`src/rtl/tsc_pkg.sv`:
```
package tsc_pkg;

    // Control register bit positions (software-visible encoding)
    localparam int BIT_EN      = 0;
    localparam int BIT_RESTART = 9;
    localparam int BIT_CAPTURE = 11;
    localparam int BIT_SLAVE   = 13;

    // Word addresses
    localparam int ADDR_CTRL = 0;
    localparam int ADDR_CAPT = 1;

    // Decoded action for one write cycle
    typedef struct packed {
        logic restart;
        logic capture;
        logic load_en;
        logic load_slave;
        logic en;
        logic slave;
    } tsc_cmd_t;

endpackage

```
`src/rtl/tsc_cmd_decode.sv`:
```
module tsc_cmd_decode
    import tsc_pkg::*;
#(
    parameter int DATA_W = 32
) (
    input  logic              wr_ctrl,
    input  logic [DATA_W-1:0] wr_data,
    input  logic              slave_q,
    output tsc_cmd_t          cmd
);

    logic unused_wr_bits;
    assign unused_wr_bits = ^wr_data;

    always_comb begin
        cmd = '0;
        if (wr_ctrl) begin
            if (slave_q) begin
                // slave mode: only mode bit and capture are honoured
                cmd.capture    = wr_data[BIT_CAPTURE];
                cmd.load_slave = 1'b1;
                cmd.slave      = wr_data[BIT_SLAVE];
            end else if (wr_data[BIT_RESTART]) begin
                // restart outranks every other bit of the word
                cmd.restart = 1'b1;
            end else begin
                cmd.capture    = wr_data[BIT_CAPTURE];
                cmd.load_en    = 1'b1;
                cmd.en         = wr_data[BIT_EN];
                cmd.load_slave = 1'b1;
                cmd.slave      = wr_data[BIT_SLAVE];
            end
        end
    end

endmodule

```
`src/rtl/tsc_core.sv`:
```
module tsc_core
    import tsc_pkg::*;
#(
    parameter int TIME_W = 32
) (
    input  logic              clk,
    input  logic              rst_n,
    input  tsc_cmd_t          cmd,
    input  logic [TIME_W-1:0] ext_time,
    output logic [TIME_W-1:0] time_out,
    output logic              en_o,
    output logic              slave_o,
    output logic [TIME_W-1:0] cap_o
);

    typedef struct packed {
        logic              en;
        logic              slave;
        logic [TIME_W-1:0] cnt;
        logic [TIME_W-1:0] cap;
    } core_state_t;

    core_state_t state_d, state_q;
    logic [TIME_W-1:0] now_time;

    assign now_time = state_q.slave ? ext_time : state_q.cnt;

    always_comb begin
        state_d = state_q;
        if (state_q.en && !state_q.slave) begin
            state_d.cnt = state_q.cnt + TIME_W'(1);
        end
        if (cmd.restart) begin
            state_d.cnt = '0;
        end
        if (cmd.load_en) begin
            state_d.en = cmd.en;
        end
        if (cmd.load_slave) begin
            state_d.slave = cmd.slave;
        end
        if (cmd.capture) begin
            state_d.cap = now_time;
        end
    end

    always_ff @(posedge clk) begin
        if (!rst_n) begin
            state_q <= '0;
        end else begin
            state_q <= state_d;
        end
    end

    assign time_out = now_time;
    assign en_o     = state_q.en;
    assign slave_o  = state_q.slave;
    assign cap_o    = state_q.cap;

endmodule

```
`src/rtl/tsc_readback.sv`:
```
module tsc_readback
    import tsc_pkg::*;
#(
    parameter int DATA_W = 32,
    parameter int TIME_W = 32,
    parameter int ADDR_W = 2
) (
    input  logic [ADDR_W-1:0] rd_addr,
    input  logic              en,
    input  logic              slave,
    input  logic [TIME_W-1:0] cap,
    output logic [DATA_W-1:0] rd_data
);

    always_comb begin
        rd_data = '0;
        if (rd_addr == ADDR_W'(ADDR_CTRL)) begin
            rd_data[BIT_EN]    = en;
            rd_data[BIT_SLAVE] = slave;
        end else if (rd_addr == ADDR_W'(ADDR_CAPT)) begin
            rd_data[TIME_W-1:0] = cap;
        end
    end

endmodule

```
`src/rtl/time_counter_ctrl.sv`:
```
module time_counter_ctrl
    import tsc_pkg::*;
#(
    parameter int TIME_W = 32,
    parameter int DATA_W = 32,
    parameter int ADDR_W = 2
) (
    input  logic              clk,
    input  logic              rst_n,
    input  logic              wr_en,
    input  logic [ADDR_W-1:0] wr_addr,
    input  logic [DATA_W-1:0] wr_data,
    input  logic [ADDR_W-1:0] rd_addr,
    output logic [DATA_W-1:0] rd_data,
    input  logic [TIME_W-1:0] ext_time,
    output logic [TIME_W-1:0] time_out
);

    tsc_cmd_t          cmd;
    logic              wr_ctrl;
    logic              ctl_en;
    logic              ctl_slave;
    logic [TIME_W-1:0] ctl_cap;

    assign wr_ctrl = wr_en && (wr_addr == ADDR_W'(ADDR_CTRL));

    tsc_cmd_decode #(.DATA_W(DATA_W)) u_decode (
        .wr_ctrl (wr_ctrl),
        .wr_data (wr_data),
        .slave_q (ctl_slave),
        .cmd     (cmd)
    );

    tsc_core #(.TIME_W(TIME_W)) u_core (
        .clk      (clk),
        .rst_n    (rst_n),
        .cmd      (cmd),
        .ext_time (ext_time),
        .time_out (time_out),
        .en_o     (ctl_en),
        .slave_o  (ctl_slave),
        .cap_o    (ctl_cap)
    );

    tsc_readback #(.DATA_W(DATA_W), .TIME_W(TIME_W), .ADDR_W(ADDR_W)) u_readback (
        .rd_addr (rd_addr),
        .en      (ctl_en),
        .slave   (ctl_slave),
        .cap     (ctl_cap),
        .rd_data (rd_data)
    );

endmodule

```
`config.mk`:
```
export PLATFORM = sky130hd
export DESIGN_NAME = time_counter_ctrl
export DESIGN_NICKNAME = d
export VERILOG_FILES = /design/src/rtl/tsc_pkg.sv /design/src/rtl/tsc_cmd_decode.sv /design/src/rtl/tsc_core.sv /design/src/rtl/tsc_readback.sv /design/src/rtl/time_counter_ctrl.sv
export SDC_FILE = /design/constraint.sdc
export NUM_CORES = 1
export LEC_CHECK = 0
export CAP_MARGIN = 0
export CORE_ASPECT_RATIO = 0.8
export CORE_MARGIN = 2
export CORE_UTILIZATION = 35
export CTS_CLUSTER_SIZE = 20
export DETAILED_ROUTE_END_ITERATION = 6
export HOLD_SLACK_MARGIN = 0.1
export PLACE_DENSITY = 0.68
export SLEW_MARGIN = 20
export SYNTH_ARGS = -nofsm -noshare
export SYNTH_HDL_FRONTEND = slang
export SYNTH_SLANG_ARGS = --single-unit
```
`constraint.sdc`:
```
create_clock -name clk -period 2.6 [get_ports clk]
set_input_delay 0.52 -clock clk [delete_from_list [all_inputs] [get_ports clk]]
set_output_delay 0.52 -clock clk [all_outputs]
set_load 0.1 [all_outputs]
```
== Word level (Yosys, flattened, before mapping) ==
Cells that the tools add are included.

* Register bits after elaboration: 66
* Output and inout bits: 64
* Input port bits: 71
* Word-level logic and storage cells: 28

* Equal/unequal tests: 1
* Reduce and logical (&&, ||, !) cells: 6
* Add/subtract/negate cells: 1
* Muxes and demuxes: 15
* Bitwise operators: 1

{| class="wikitable"
|+ Operator list
! operator !! number
|-
| $mux 32 || 2
|-
| $add 32x1->32 const B || 1
|-
| $mux 18 || 1
|-
| $mux 12 || 1
|-
| $mux 1 || 9
|-
| $mux 6 || 1
|-
| $mux 5 || 1
|-
| $logic_not 2->1 || 2
|-
| $eq 2x1->1 const B || 1
|-
| $logic_and 1x1->1 || 2
|-
| $reduce_or 2->1 || 1
|-
| $logic_not 1->1 || 1
|-
| $not 1->1 || 1
|}

== Longest topological paths before layout ==
* Depth after elaboration: 4
* Depth in mapped cells: 7
* Depth with buffers taken out: 5

== By module ==
From an unflattened synthesis, not the netlist that was laid out.

* Cell total of the unflattened synthesis: 409
* Area total of the unflattened synthesis: 3846.2 µm²

{| class="wikitable"
|+ Modules (own cells, without submodules)
! module !! sequential area each (µm²) !! area each (µm²) !! cells each !! instances
|-
| tsc_core || 1321.3 || 3509.6 || 363 || 1
|-
| tsc_readback || 0.0 || 269.0 || 38 || 1
|-
| tsc_cmd_decode || 0.0 || 55.1 || 7 || 1
|-
| time_counter_ctrl || 0.0 || 12.5 || 1 || 1
|}

== Worst setup path after synthesis ==
OpenSTA, ideal clock, no wires.

* Path type: register to output
* From: register u_core.state_q (netlist bit u_core.slave_o)
* To: output time_out[17]
* Buffers on the path: 2
* Setup slack: -755 ps
* Stages on the path, launching flop included: 4
* Data arrival time: 2835 ps
* Required time: 2080 ps
* Path through: dfxtp_1 -> buf_4 -> clkbuf_1 -> o21ai_0

* Word-level cells in the longest chain between the ends: 1

{| class="wikitable"
|+ RTL lines
! element !! line !! RTL
|-
| from (decl) || tsc_core.sv:23 || <nowiki>core_state_t state_d, state_q;</nowiki>
|-
| from (signal assigned) || tsc_core.sv:51 || <nowiki>state_q <= state_d;</nowiki>
|-
| $mux 32 || tsc_core.sv:26 || <nowiki>assign now_time = state_q.slave ? ext_time : state_q.cnt;</nowiki>
|-
| to (decl) || time_counter_ctrl.sv:16 || <nowiki>output logic [TIME_W-1:0] time_out</nowiki>
|}

Every way passes these cells.

== Worst setup path after layout ==
* From: input rd_addr[0]
* To: output rd_data[2]

* Word-level cells in the longest chain between the ends: 3
* Elaborated cells between the ends (all ways): 4
* Those cells by class: 1 x eq/ne; 2 x mux; 1 x reduce/logical

{| class="wikitable"
|+ RTL lines
! element !! line !! RTL
|-
| from (decl) || time_counter_ctrl.sv:13 || <nowiki>input logic [ADDR_W-1:0] rd_addr,</nowiki>
|-
| $eq 2x1->1 || tsc_readback.sv:20 || <nowiki>end else if (rd_addr == ADDR_W'(ADDR_CAPT)) begin</nowiki>
|-
| $mux 32 || tsc_readback.sv:20 ||
|-
| $mux 12 (*) || tsc_readback.sv:17 || <nowiki>if (rd_addr == ADDR_W'(ADDR_CTRL)) begin</nowiki>
|-
| to (decl) || time_counter_ctrl.sv:14 || <nowiki>output logic [DATA_W-1:0] rd_data,</nowiki>
|}

Every way passes the cells marked *; elsewhere a longest branch is shown, timed or not.

==> summary.md <==
| Metric | Value |
|---|---|
| Number of synthesized flops with an enable pin | `0` |
| Post-Layout Cell Count | `628` |
| Worst-margin pin slew | `0.566 ns` |
| Crit-path max FO | `30` |
| Slowest CP cell | `clkdlybuf4s50_1` |
| Reg2reg end | `u_core.state_q[59]$_SDFFE_PP0P_` |
| Hold Crit Class | `reg -> reg` |
| Routed Antenna Nets | `0` |
| Setup Skew | `0.00381 ns` |
| Setup bufs post-CTS | `0` |
| Final Hold Viols | `0` |
| Yosys warning count | `0` |
| Post-Route WL | `10.5 mm` |
| Mux contribution to synthesized area | `0.104` |
| Main combinational cell family by area after synthesis | `simple AND/OR/NAND/NOR gates` |
| Power consumption | `2320 uW` |
| Startpoint type of the worst setup path | `input port` |
| Row cnt | `32` |
| Setup crit start | `rd_addr[0]` |
| Post-Synth Adder-Cell Area | `0.00368` |
| Post-Syn Instances | `407` |
| Vias in the first global route | `3035` |
| Core Util, Final | `0.571` |
| Syn Area/Cell | `8.36 um2` |
| Detailed Routing Iterations Pass 1 | `4` |
| Vias | `3283` |
| Final net count | `577` |
| Pin count of the biggest net entering global routing | `65` |
| Worst skew pair latency | `0.32 ns` |
| Critical Path AT | `1.86 ns` |
| Fin crit share | `0.917` |
| Crit path capture | `rd_data[2]` |
| Synth cell types | `39` |
| Async set-reset flop share out of synthesis | `0` |
| Status | `finished clean` |
| Die W | `114 um` |
| Clk sinks | `66` |
| Crit. End Element | `output pin` |
| Antenna cells | `0` |
| FMAX | `0.419 GHz` |
| Setup ws final | `0.216 ns` |
| Starting DRT DRC Count | `198` |
| Post-CTS Hold Fix Bufs | `0` |
| R2r setup slk | `0.26 ns` |
| Syn Nets | `479` |
| Layout cells sized above 1 | `0.230` |
| RR Startpoint | `u_core.state_q[38]$_SDFFE_PP0P_` |
| Vias per cell | `5.23` |
| # setup viols final | `0` |
| Maximum clock path buffer count | `2` |
| Max cap viols | `0` |
| P&R area growth vs syn | `60.6%` |
| Reg2Reg Depth | `4` |
| Worst rel slew slack | `0.619` |
| Ports | `135` |
| Final max-slew violation count | `0` |
| Sum Neg Setup Slack | `0 ns` |
| Worst vdd ir | `328 uV` |
| Port-buffer cells | `106` |
| CTS Buf Count | `9` |
| Cell count after placement | `613` |
| Synthesized cell area | `0.00340 mm2` |
| Die Span Y | `92.2 um` |
| XOR/XNOR share of the synthesized area | `0.0283` |
| CTS tree | `done` |
| GRT Total Usage | `0.205` |
| Pwr/cell area | `425 mW/mm2` |
| H-tree levels | `3` |
| Initial antenna violation count | `0` |
| Drt wl/cell | `16.8 um` |
| CTS clock-pin slew for the worst setup and hold paths | `0.05 ns` |
| Post-Synth Simple-Gate Area | `0.310` |
| Final GP Congestion | `0.801` |
| GRT overflow | `0` |
| Crit-path cells | `clkdlybuf4s50_1 > nor2b_1 > buf_4 > and2_1 > buf_12` |
| Placeable Area | `0.00957 mm2` |
| DP HPWL | `7.76 mm` |
| Die area | `0.0105 mm2` |
| Dpl ws | `0.208 ns` |
| Clock root buffer | `clkbuf_16` |
| DRC viols | `0` |
| Yosys reg bits | `66` |
| Seq/Total Area, Yosys | `0.388` |
| Gates resized, CTS repair | `0` |
| WS Path Type | `in -> out` |
| Leak | `0.00193 uW` |
| Minimum clock period | `2.38 ns` |
| Crit-path max cell delay | `0.50 ns` |
| RSZ-0062 raised after global routing | `no` |
| Main flop type after synthesis | `dfxtp_1` |
| Starting Density | `0.356` |
| Compound-Gate Fraction of Synth Area | `0.126` |
| Critical Path RT | `2.08 ns` |
| Global-route wire length before repair | `16.7 mm` |
worst min path at each step:
stage	start	end	slack [ns]	cells after the start
2_1_floorplan	u_core.cap_o[10]$_SDFFE_PN0P_	u_core.cap_o[10]$_SDFFE_PN0P_	0.45	2
3_3_place_gp	u_core.cap_o[8]$_SDFFE_PN0P_	u_core.cap_o[8]$_SDFFE_PN0P_	0.45	2
3_5_place_dp	u_core.cap_o[18]$_SDFFE_PN0P_	u_core.cap_o[18]$_SDFFE_PN0P_	0.46	2
4_1_cts	u_core.cap_o[18]$_SDFFE_PN0P_	u_core.cap_o[18]$_SDFFE_PN0P_	0.47	2
5_1_grt	u_core.cap_o[18]$_SDFFE_PN0P_	u_core.cap_o[18]$_SDFFE_PN0P_	0.48	2
6_report	u_core.cap_o[26]$_SDFFE_PN0P_	u_core.cap_o[26]$_SDFFE_PN0P_	0.46	2
per-stage QoR:
step,instance area (um2),hold WS [ns]
floorplan,3400,0.445
global placement,5210,0.454
detailed placement,5210,0.456
CTS,5470,0.465
global route,5470,0.484
finish,5470,0.463
report_power, final:
group / switching, uW / internal [uW]
Combinational: 151 / 122
Clock: 400 / 632
Sequential: 2.97 / 1010
area by class of cell:
cell class / instances / area [um2]
clock buffer: 11 / 233
clock inverter: 4 / 20.0
fill: 850 / 4100
inverter: 6 / 22.5
multi-input combinational: 309 / 1950
sequential: 66 / 1320
tap: 119 / 149
timing repair buffer: 113 / 1770
placed cells by master (no fill, tap or decap), types with 2 or more instances in the layout:
master,count
mux2_2,27
mux2i_1,5
clkbuf_16,9
clkbuf_1,2
nor3_1,7
nand3_1,8
inv_1,5
nand2_1,49
nand4_1,6
o21ai_0,7
nor2_1,17
nor4_1,3
nand2b_1,33
and2_1,32
and4_1,3
a21oi_1,50
buf_12,65
or3_1,5
o31ai_1,12
xnor2_1,9
clkinv_2,4
o21ai_1,3
clkdlybuf4s50_1,42
nor2b_1,3
o21a_1,3
buf_4,6
xor2_1,2
dfxtp_1,66
or4_1,13
cells by family after synthesis:
group / after synthesis
buffers and inverters: 32
and+or+nand+nor: 188
muxes: 32
AOI/OAI and AO/OA: 77
adders and majority gates: 1
xor gates and xnor gates: 11
DFF: 66
synthesized netlist by cell type, types with 5 or more instances:
cell,number,area (um2)
dfxtp_1,66,1320
a21oi_1,50,250
nand2_1,49,184
nand2b_1,33,206
and2_1,32,200
mux2_2,27,304
clkbuf_1,22,82.6
nor2_1,17,63.8
or4_1,13,97.6
o31ai_1,12,90.1
o21ai_0,10,50.1
xnor2_1,9,78.8
nand3_1,8,40.0
nor3_1,7,35.0
nand4_1,6,37.5
inv_1,5,18.8
mux2i_1,5,50.1
or3_1,5,31.3
sequential cells by signal, summed over array words and instances (netlist names):
register	count
u_core.state_q	32
u_core.en_o	1
u_core.slave_o	1
u_core.cap_o	32
routing by layer:
layer / global-route usage / vias up / part of all wire
li1: - / 1613 / -
met1: 0.300 / 1564 / 0.49
met2: 0.306 / 95 / 0.46
met3: 0.0443 / 11 / 0.040
met4: 0.0478 / 0 / 0.012
met5: 0 / - / 0
worst max-delay path, delay by kind of cell:
family | cells | cell delay, ns
and+or+nand+nor | 2 | 0.37
buffers and inverters | 3 | 0.96
Power figures use the tool's default switching activity.
